File: config.mk
export PLATFORM = sky130hd
export DESIGN_NAME = cycle_sched
export DESIGN_NICKNAME = d
export VERILOG_FILES = /design/src/rtl/cycle_sched_pkg.sv /design/src/rtl/cs_static_slots.sv /design/src/rtl/cs_owner_lookup.sv /design/src/rtl/cs_dynamic.sv /design/src/rtl/cycle_sched.sv
export SDC_FILE = /design/constraint.sdc
export NUM_CORES = 1
export LEC_CHECK = 0
export BUFFER_PORTS_ARGS = -buffer_cell sky130_fd_sc_hd__buf_2
export CORE_MARGIN = 1
export CORE_UTILIZATION = 30
export CTS_CLUSTER_DIAMETER = 80
export DETAILED_ROUTE_END_ITERATION = 10
export PLACE_DENSITY_LB_ADDON = 0.1
export SETUP_SLACK_MARGIN = 0.05
export SYNTH_ARGS = -nofsm -noshare
export SYNTH_HDL_FRONTEND = slang
export SYNTH_SLANG_ARGS = --single-unit
File: constraint.sdc
create_clock -name clk -period 14.8 [get_ports clk]
set_input_delay 2.96 -clock clk [delete_from_list [all_inputs] [get_ports clk]]
set_output_delay 2.96 -clock clk [all_outputs]
set_load 0.005 [all_outputs]
File: src/rtl/cycle_sched_pkg.sv
package cycle_sched_pkg;
  typedef enum logic [1:0] {
    SEG_STATIC  = 2'd0,
    SEG_DYNAMIC = 2'd1,
    SEG_SYMBOL  = 2'd2,
    SEG_IDLE    = 2'd3
  } seg_e;

  localparam int NODE_W = 6;
  localparam int CYC_W  = 6;
endpackage

File: src/rtl/cs_static_slots.sv
module cs_static_slots #(
  parameter int LEN_W = 8,
  parameter int SL_W  = 4
) (
  input  logic             clk,
  input  logic             rst_n,
  input  logic             tick,
  input  logic             active,
  input  logic [LEN_W-1:0] slot_len,
  input  logic [SL_W-1:0]  slot_count,
  output logic [SL_W-1:0]  slot_idx,
  output logic             done
);
  logic [LEN_W-1:0] ntu;
  logic             slot_end;

  assign slot_end = (ntu == slot_len - LEN_W'(1));
  assign done     = active && tick && slot_end && (slot_idx == slot_count - SL_W'(1));

  always_ff @(posedge clk or negedge rst_n) begin
    if (!rst_n) begin
      ntu      <= '0;
      slot_idx <= '0;
    end else if (!active || done) begin
      ntu      <= '0;
      slot_idx <= '0;
    end else if (tick) begin
      if (slot_end) begin
        ntu      <= '0;
        slot_idx <= slot_idx + SL_W'(1);
      end else begin
        ntu <= ntu + LEN_W'(1);
      end
    end
  end
endmodule

File: src/rtl/cs_owner_lookup.sv
module cs_owner_lookup #(
  parameter int MAX_SLOTS = 8,
  parameter int SL_W      = 4,
  parameter int NODE_W    = 6
) (
  input  logic [MAX_SLOTS*NODE_W-1:0] owner_table,
  input  logic [SL_W-1:0]             slot_idx,
  input  logic [NODE_W-1:0]           node_id,
  output logic                        match
);
  logic [MAX_SLOTS-1:0] hit;

  for (genvar g = 0; g < MAX_SLOTS; g++) begin : g_slot
    assign hit[g] = (slot_idx == SL_W'(g)) &&
                    (owner_table[g*NODE_W +: NODE_W] == node_id);
  end

  assign match = |hit;
endmodule

File: src/rtl/cs_dynamic.sv
module cs_dynamic #(
  parameter int MS_W   = 8,
  parameter int LEN_W  = 8,
  parameter int NODE_W = 6,
  parameter int DUR_W  = MS_W + LEN_W
) (
  input  logic              clk,
  input  logic              rst_n,
  input  logic              tick,
  input  logic              active,
  input  logic [LEN_W-1:0]  ms_len,
  input  logic [MS_W-1:0]   ms_count,
  input  logic [NODE_W-1:0] node_id,
  input  logic              req_valid,
  input  logic [DUR_W-1:0]  req_len,
  output logic              req_ready,
  output logic              tx_active,
  output logic [MS_W-1:0]   ms_idx,
  output logic              done
);
  logic [LEN_W-1:0] ntu;
  logic [DUR_W-1:0] used;
  logic [DUR_W-1:0] left;
  logic [DUR_W-1:0] seg_ticks;
  logic [DUR_W-1:0] remaining;
  logic             busy, opp, fits, grant_now;

  assign seg_ticks = DUR_W'(ms_count) * DUR_W'(ms_len);
  assign remaining = seg_ticks - used;
  assign busy      = (left != '0);
  assign opp       = active && !busy && (ntu == '0) &&
                     (DUR_W'(ms_idx) == DUR_W'(node_id));
  assign fits      = (req_len != '0) && (req_len <= remaining);
  assign grant_now = opp && req_valid && fits;
  assign req_ready = grant_now && tick;
  assign tx_active = busy || grant_now;
  assign done      = active && tick && (used == seg_ticks - DUR_W'(1));

  always_ff @(posedge clk or negedge rst_n) begin
    if (!rst_n) begin
      ntu    <= '0;
      used   <= '0;
      left   <= '0;
      ms_idx <= '0;
    end else if (!active || done) begin
      ntu    <= '0;
      used   <= '0;
      left   <= '0;
      ms_idx <= '0;
    end else if (tick) begin
      used <= used + DUR_W'(1);
      if (req_ready) begin
        left <= req_len - DUR_W'(1);
        if (req_len == DUR_W'(1)) begin
          ms_idx <= ms_idx + MS_W'(1);
        end
      end else if (busy) begin
        left <= left - DUR_W'(1);
        if (left == DUR_W'(1)) begin
          ms_idx <= ms_idx + MS_W'(1);
          ntu    <= '0;
        end
      end else if (ntu == ms_len - LEN_W'(1)) begin
        ntu    <= '0;
        ms_idx <= ms_idx + MS_W'(1);
      end else begin
        ntu <= ntu + LEN_W'(1);
      end
    end
  end
endmodule

File: src/rtl/cycle_sched.sv
module cycle_sched
  import cycle_sched_pkg::*;
#(
  parameter int MAX_STATIC = 8,
  parameter int LEN_W      = 8,
  parameter int MS_W       = 8,
  localparam int SL_W      = $clog2(MAX_STATIC + 1),
  localparam int DUR_W     = MS_W + LEN_W
) (
  input  logic                         clk,
  input  logic                         rst_n,
  input  logic                         tick,
  input  logic [SL_W-1:0]              cfg_static_slots,
  input  logic [LEN_W-1:0]             cfg_slot_len,
  input  logic [MS_W-1:0]              cfg_minislots,
  input  logic [LEN_W-1:0]             cfg_minislot_len,
  input  logic [LEN_W-1:0]             cfg_symbol_len,
  input  logic [LEN_W-1:0]             cfg_idle_len,
  input  logic [NODE_W-1:0]            cfg_node_id,
  input  logic [MAX_STATIC*NODE_W-1:0] cfg_owner_table,
  input  logic                         dyn_valid,
  input  logic [DUR_W-1:0]             dyn_len,
  output logic                         dyn_ready,
  output logic [1:0]                   seg,
  output logic [SL_W-1:0]              slot_num,
  output logic [MS_W-1:0]              minislot_num,
  output logic [CYC_W-1:0]             cycle_num,
  output logic                         own_static,
  output logic                         dyn_tx
);
  seg_e             seg_q;
  logic [LEN_W-1:0] tail_cnt;
  logic [CYC_W-1:0] cyc_q;
  logic             static_done, dyn_done, owner_hit;
  logic             in_static, in_dyn;

  assign in_static = (seg_q == SEG_STATIC);
  assign in_dyn    = (seg_q == SEG_DYNAMIC);

  cs_static_slots #(.LEN_W(LEN_W), .SL_W(SL_W)) u_static (
    .clk        (clk),
    .rst_n      (rst_n),
    .tick       (tick),
    .active     (in_static),
    .slot_len   (cfg_slot_len),
    .slot_count (cfg_static_slots),
    .slot_idx   (slot_num),
    .done       (static_done)
  );

  cs_owner_lookup #(.MAX_SLOTS(MAX_STATIC), .SL_W(SL_W), .NODE_W(NODE_W)) u_owner (
    .owner_table (cfg_owner_table),
    .slot_idx    (slot_num),
    .node_id     (cfg_node_id),
    .match       (owner_hit)
  );

  cs_dynamic #(.MS_W(MS_W), .LEN_W(LEN_W), .NODE_W(NODE_W), .DUR_W(DUR_W)) u_dyn (
    .clk       (clk),
    .rst_n     (rst_n),
    .tick      (tick),
    .active    (in_dyn),
    .ms_len    (cfg_minislot_len),
    .ms_count  (cfg_minislots),
    .node_id   (cfg_node_id),
    .req_valid (dyn_valid),
    .req_len   (dyn_len),
    .req_ready (dyn_ready),
    .tx_active (dyn_tx),
    .ms_idx    (minislot_num),
    .done      (dyn_done)
  );

  always_ff @(posedge clk or negedge rst_n) begin
    if (!rst_n) begin
      seg_q    <= SEG_STATIC;
      tail_cnt <= '0;
      cyc_q    <= '0;
    end else if (tick) begin
      case (seg_q)
        SEG_STATIC: begin
          if (static_done) seg_q <= SEG_DYNAMIC;
        end
        SEG_DYNAMIC: begin
          if (dyn_done) begin
            seg_q    <= SEG_SYMBOL;
            tail_cnt <= '0;
          end
        end
        SEG_SYMBOL: begin
          if (tail_cnt == cfg_symbol_len - LEN_W'(1)) begin
            seg_q    <= SEG_IDLE;
            tail_cnt <= '0;
          end else begin
            tail_cnt <= tail_cnt + LEN_W'(1);
          end
        end
        default: begin
          if (tail_cnt == cfg_idle_len - LEN_W'(1)) begin
            seg_q    <= SEG_STATIC;
            tail_cnt <= '0;
            cyc_q    <= cyc_q + CYC_W'(1);
          end else begin
            tail_cnt <= tail_cnt + LEN_W'(1);
          end
        end
      endcase
    end
  end

  assign seg        = seg_q;
  assign cycle_num  = cyc_q;
  assign own_static = in_static && owner_hit;
endmodule

After elaboration in Yosys (flattened, before gate mapping):

Cells that the tools add are included.

* add/sub/neg operators: 16
* $mul: 1
* div/mod/pow operators: 0
* magnitude comparators: 1
* eq/ne operators: 33
* shifts and indexed selects: 0
* multiplexer cells: 34
* bitwise gates (word level): 2
* reduce and logical (&&, ||, !) cells: 47

Operator list (count)
* $mux 8: 19
* $mux 16: 6
* $eq 6x6->1: 8
* $sub 16x1->16 const B: 3
* $add 8x1->8 const B: 4
* $eq 16x1->1 const B: 2
* $eq 8x8->1: 4
* $reduce_bool 16->1: 2
* $sub 8x1->8 const B: 4
* $pmux 8 s3: 1
* $logic_and 1x1->1: 21
* $add 16x1->16 const B: 1
* $eq 16x16->1: 1
* $eq 4x3->1 const B: 4
* $le 16x16->1: 1
* $mul 8x8->16: 1
* $sub 16x16->16: 1
* $mux 4: 3
* $reduce_and 3->1: 3
* $eq 4x2->1 const B: 2
* $eq 8x6->1: 1
* $logic_not 8->1: 1
* $mux 2: 4
* $reduce_bool 4->1: 2
* other kinds (25): 35

* flip-flop bits (word level): 76
* latch bits: 0
* memory bits (writable): 0
* ROM bits: 0
* input bits: 118
* word-level logic and storage cells: 143
* memories: 0

Depth between registers and ports, before layout:

* word-level depth: 11
* gate-level depth with buffers: 36
* mapped depth without buffers: 33

Modules after synthesis:

Synthesis repeated with hierarchy kept, for this count alone.

* cells, all modules: 1265
* area, all modules: 10352.4 sq um

By module, submodules not included
* cs_dynamic: times used 1, cells an instance 864, area an instance 7016.7 sq um
* cycle_sched: times used 1, cells an instance 197, area an instance 1611.5 sq um
* cs_static_slots: times used 1, cells an instance 123, area an instance 1076.0 sq um
* cs_owner_lookup: times used 1, cells an instance 81, area an instance 648.1 sq um

Worst setup path before layout:

No wires, ideal clock.

* path type: in2out
* from: input cfg_minislot_len[7]
* to: output dyn_ready
* data arrival time: 9743 ps
* data required time: 11840 ps
* path slack: 2097 ps
* cell stages on the path: 27
* path buffers: 3
* cell sequence: clkbuf_1 nand2_1 fa_1 fa_1 fa_1 fa_1 inv_1 ha_1 nor2b_1 or3b_2 nand3_1 ha_1 o21ai_0 a21oi_1 o41ai_1 o2111ai_1 a21oi_1 xnor2_1 ha_1 a211oi_1 o211ai_1 a2bb2oi_1 a211oi_1 nor4b_1 and3_1 clkbuf_1 clkbuf_1

* word-level cells in the longest chain between the ends: 6

RTL lines
* from (decl): line cycle_sched.sv:16 `input logic [LEN_W-1:0] cfg_minislot_len,`
* $mul 8x8->16: line cs_dynamic.sv:28 `assign seg_ticks = DUR_W'(ms_count) * DUR_W'(ms_len);`
* $sub 16x16->16: line cs_dynamic.sv:29 `assign remaining = seg_ticks - used;`
* $le 16x16->1: line cs_dynamic.sv:33 `assign fits = (req_len != '0) && (req_len <= remaining);`
* $logic_and 1x1->1: line cs_dynamic.sv:33
* $logic_and 1x1->1: line cs_dynamic.sv:34 `assign grant_now = opp && req_valid && fits;`
* $logic_and 1x1->1: line cs_dynamic.sv:35 `assign req_ready = grant_now && tick;`
* to (decl): line cycle_sched.sv:23 `output logic dyn_ready,`

No other way between the ends.

Final worst setup path:

* from: input cfg_minislot_len[4]
* to: output dyn_ready

The elaborated chain is that of the path after synthesis.

==> impl_metrics.env <==
export IMPL_p_comb_frac=0.751
export IMPL_ys_types=80
export IMPL_postSynthAreaPerCell_um2=8.05
export IMPL_overflow=0
export IMPL_ir_drop_mv=0.0863
export IMPL_cts_max_path_buffers=2
export IMPL_slew_viol_final=0
export IMPL_period_share=0.883
export IMPL_cp_required_ps=11840
export IMPL_swShare=0.524
export IMPL_drt_iter0_drc=394
export IMPL_fp_dieH_um=186
export IMPL_outcome="complete, no violations"
export IMPL_drc=0
export IMPL_coreArea_um2=32900
export IMPL_p_clk_frac=0.113
export IMPL_hpwl_mm=23.2
export IMPL_clockRootBuffer="clkbuf_16"
export IMPL_period_minus_slack_ps=13070
export IMPL_finalNetCount=1617
export IMPL_holdCritPathClass="flop to flop"
export IMPL_grt_pass1_vias=8631
export IMPL_ant_nets=0
export IMPL_endpoint_kind="output pin"
export IMPL_syn_nets=1505
export IMPL_clkLatencyLatePin_ps=360
export IMPL_synthCells=1257
export IMPL_fin_cells=1816
export IMPL_start_kind="primary input"
export IMPL_cp_max_fo=15
export IMPL_fin_util=0.351
export IMPL_worstMarginPinSlew_ps=1010
export IMPL_pwr_share_seq=0.135
export IMPL_power_density_nw_per_um2=189
export IMPL_dp_cells=1800
export IMPL_htreeDepth=3
export IMPL_critPathArrivalTime_ps=10110
export IMPL_clkSinkCount=76
export IMPL_cts_hold_fix_buffers=0
export IMPL_fin_ws_ps=1730
export IMPL_crit_type="primary input to output pin"
export IMPL_post_cts_setup_buffer_count=0
export IMPL_cts_resized=0
export IMPL_drv_cap=0
export IMPL_grt_max_degree=66
export IMPL_antenna_found_initial=0
export IMPL_power_internal_w=0.00104
export IMPL_tns_ps=0
export IMPL_die_x_um=186
export IMPL_layout_drive_gt1_share=0.130
export IMPL_wl_per_cell_um=15.8
export IMPL_slew_headroom=0.328
export IMPL_cts_buffers=9
export IMPL_p_sw_w=0.00114
export IMPL_io_buffer_count=140
export IMPL_cts_tree="done"
export IMPL_synth_edf_count=0
export IMPL_track_usage=0.171
export IMPL_fin_skew_ps=15.0
export IMPL_max_freq_mhz=76.5
export IMPL_wirelength_mm=28.6
export IMPL_grt_pass1_wl_mm=46.3
export IMPL_synth_seq_cells=76
export IMPL_diodes=0
export IMPL_gp_congestion=0.818
export IMPL_rows=66
export IMPL_dr_pass1_iters=5
export IMPL_final_hold_viol_count=0
export IMPL_rsz0062_at_grt="no"
export IMPL_viasPerCell=4.96
export IMPL_dieArea_um2=34500
export IMPL_synth_cell_area_um2=10100
export IMPL_yosys_most_used_dff="dfrtp_1"
export IMPL_yosysSeqAreaShare=0.188
export IMPL_syn_to_final_growth_pct=14.0
export IMPL_clk_pin_slew_ps=80
export IMPL_via_count=9011
export IMPL_start_util=0.308
export IMPL_num_fill_cells=3580
export IMPL_power_leakage_nw=5.18
export IMPL_finalSetupViolations=0
export IMPL_post_place_ws_ps=1720
export IMPL_async_flop_share=1.00
export IMPL_num_io_pins=141
export IMPL_yosysWarnings=0
[layer usage]
| layer | up-vias | part of all wire | GRT usage |
|---|---|---|---|
| li1 | 4601 | - | - |
| met1 | 4274 | 0.51 | 0.245 |
| met2 | 118 | 0.45 | 0.271 |
| met3 | 18 | 0.025 | 0.0194 |
| met4 | 0 | 0.013 | 0.0400 |
| met5 | - | 0 | 0 |
[worst max-delay path: stages]
cell and delay (ps):
buf_2 210, nand2_1 110, fa_1 560, fa_1 440
fa_1 520, fa_1 540, inv_1 40, ha_1 420
nand2_1 100, or3_1 320, a31oi_1 170, xnor2_1 250
inv_1 110, ha_1 250, o41ai_1 650, o2111ai_1 210
a21oi_1 200, xnor2_1 100, ha_1 340, a211oi_1 290
o211ai_1 160, a2bb2oi_1 170, a211oi_1 90, nor4b_1 370
and3_1 200, buf_4 190, buf_2 140
[flip-flops by register name, summed over array words and instances, names as in the netlist]
register           count
u_dyn.left            16
u_dyn.used            16
tail_cnt               8
u_dyn.ms_idx           8
u_dyn.ntu              8
u_static.ntu           8
cycle_num              6
u_static.slot_idx      4
seg                    2
[layout make-up]
type / instances / area (um2) / share of cell area
clock buffers: 9 / 225 / 0.0195
repair buffers: 142 / 718 / 0.0623
inverters: 116 / 435 / 0.0378
well taps: 442 / 553 / 0.0480
flip-flops and latches: 76 / 1900 / 0.165
multi-input cells: 1024 / 7610 / 0.660
clock inverters: 7 / 90.1 / 0.00781
[logic make-up (layout without fill, tap and decap cells)]
logic type               count (synthesis)  in the layout  share of synthesized area
buffers and inverters                  157            274                     0.0601
AND/OR/NAND/NOR                        485            485                      0.250
flip-flops                              76             76                      0.188
AO/OA/AOI/OAI                          229            229                      0.154
multiplexers                             9              9                    0.00940
adder cells (fa/ha/maj)                130            130                      0.188
XOR/XNOR                               171            171                      0.150
[synthesized netlist by cell type (all sizes together), types with 8 or more instances]
cell	number	share of area
xor2	64	0.055
nand2b	22	0.014
a211oi	10	0.0079
ha	93	0.12
nand3	51	0.025
and2	37	0.023
a211o	8	0.0069
a21o	14	0.010
clkbuf	38	0.014
nor4	35	0.022
nand2	107	0.040
nor3	35	0.017
or3	16	0.010
o21ai	71	0.035
nand4	25	0.015
a21oi	42	0.021
fa	37	0.073
nor3b	12	0.0089
inv	116	0.043
dfrtp	76	0.19
and3	12	0.0074
xnor2	106	0.093
nor2	88	0.033
nor2b	13	0.0080
o31ai	15	0.011
[final timing paths]
check,slack [ps],startpoint,cells after the start,end
max in group asynchronous,11200,rst_n,2,u_dyn.ntu[2]
worst max-delay path,1730,cfg_minislot_len[4],27,dyn_ready
worst min register to register,470,cycle_num[5],1,cycle_num[5]
worst min-delay path,470,cycle_num[5],1,cycle_num[5]
worst max register to register,7900,u_dyn.used[1],25,u_dyn.ms_idx[6]
min in group asynchronous,2430,rst_n,1,u_dyn.left[13]
[power groups by stage]
stage | Clock (W) | Sequential [W] | Combinational [W]
after floorplan | 0 | 0.000281 | 0.00129
after global placement | 0 | 0.000298 | 0.00164
after detailed placement | 0 | 0.000298 | 0.00164
after CTS | 0.000257 | 0.000295 | 0.00165
after global routing | 0.000264 | 0.000303 | 0.00189
final | 0.000247 | 0.000295 | 0.00164
[cells in the final DEF, fill, tap and decap left out, types with 5 or more instances in the layout]
cell type,n
buf_2,139
inv_1,116
nand2_1,107
xnor2_1,105
ha_1,93
nor2_1,88
dfrtp_1,76
o21ai_0,67
xor2_1,64
nand3_1,51
a21oi_1,42
fa_1,37
and2_1,36
nor3_1,35
nor4_1,35
nand4_1,25
nand2b_1,22
or3_1,15
o31ai_1,15
a21o_1,14
nor2b_1,13
nor3b_1,12
and3_1,12
a211oi_1,9
clkbuf_16,9
a211o_1,8
a31oi_1,7
a21boi_0,6
or4_1,6
nand3b_1,6
o21a_1,5
o2111ai_1,5
nor4b_1,5
a22oi_1,5
mux2i_1,5
[through the flow]
step	instance area, um2	hold WS [ps]	total power (W)
floorplan	10100	465	0.00157
global placement	11200	454	0.00194
detailed placement	11200	456	0.00194
CTS	11500	473	0.00220
global route	11500	503	0.00245
finish	11500	469	0.00218
Power figures use the tool's default switching activity.
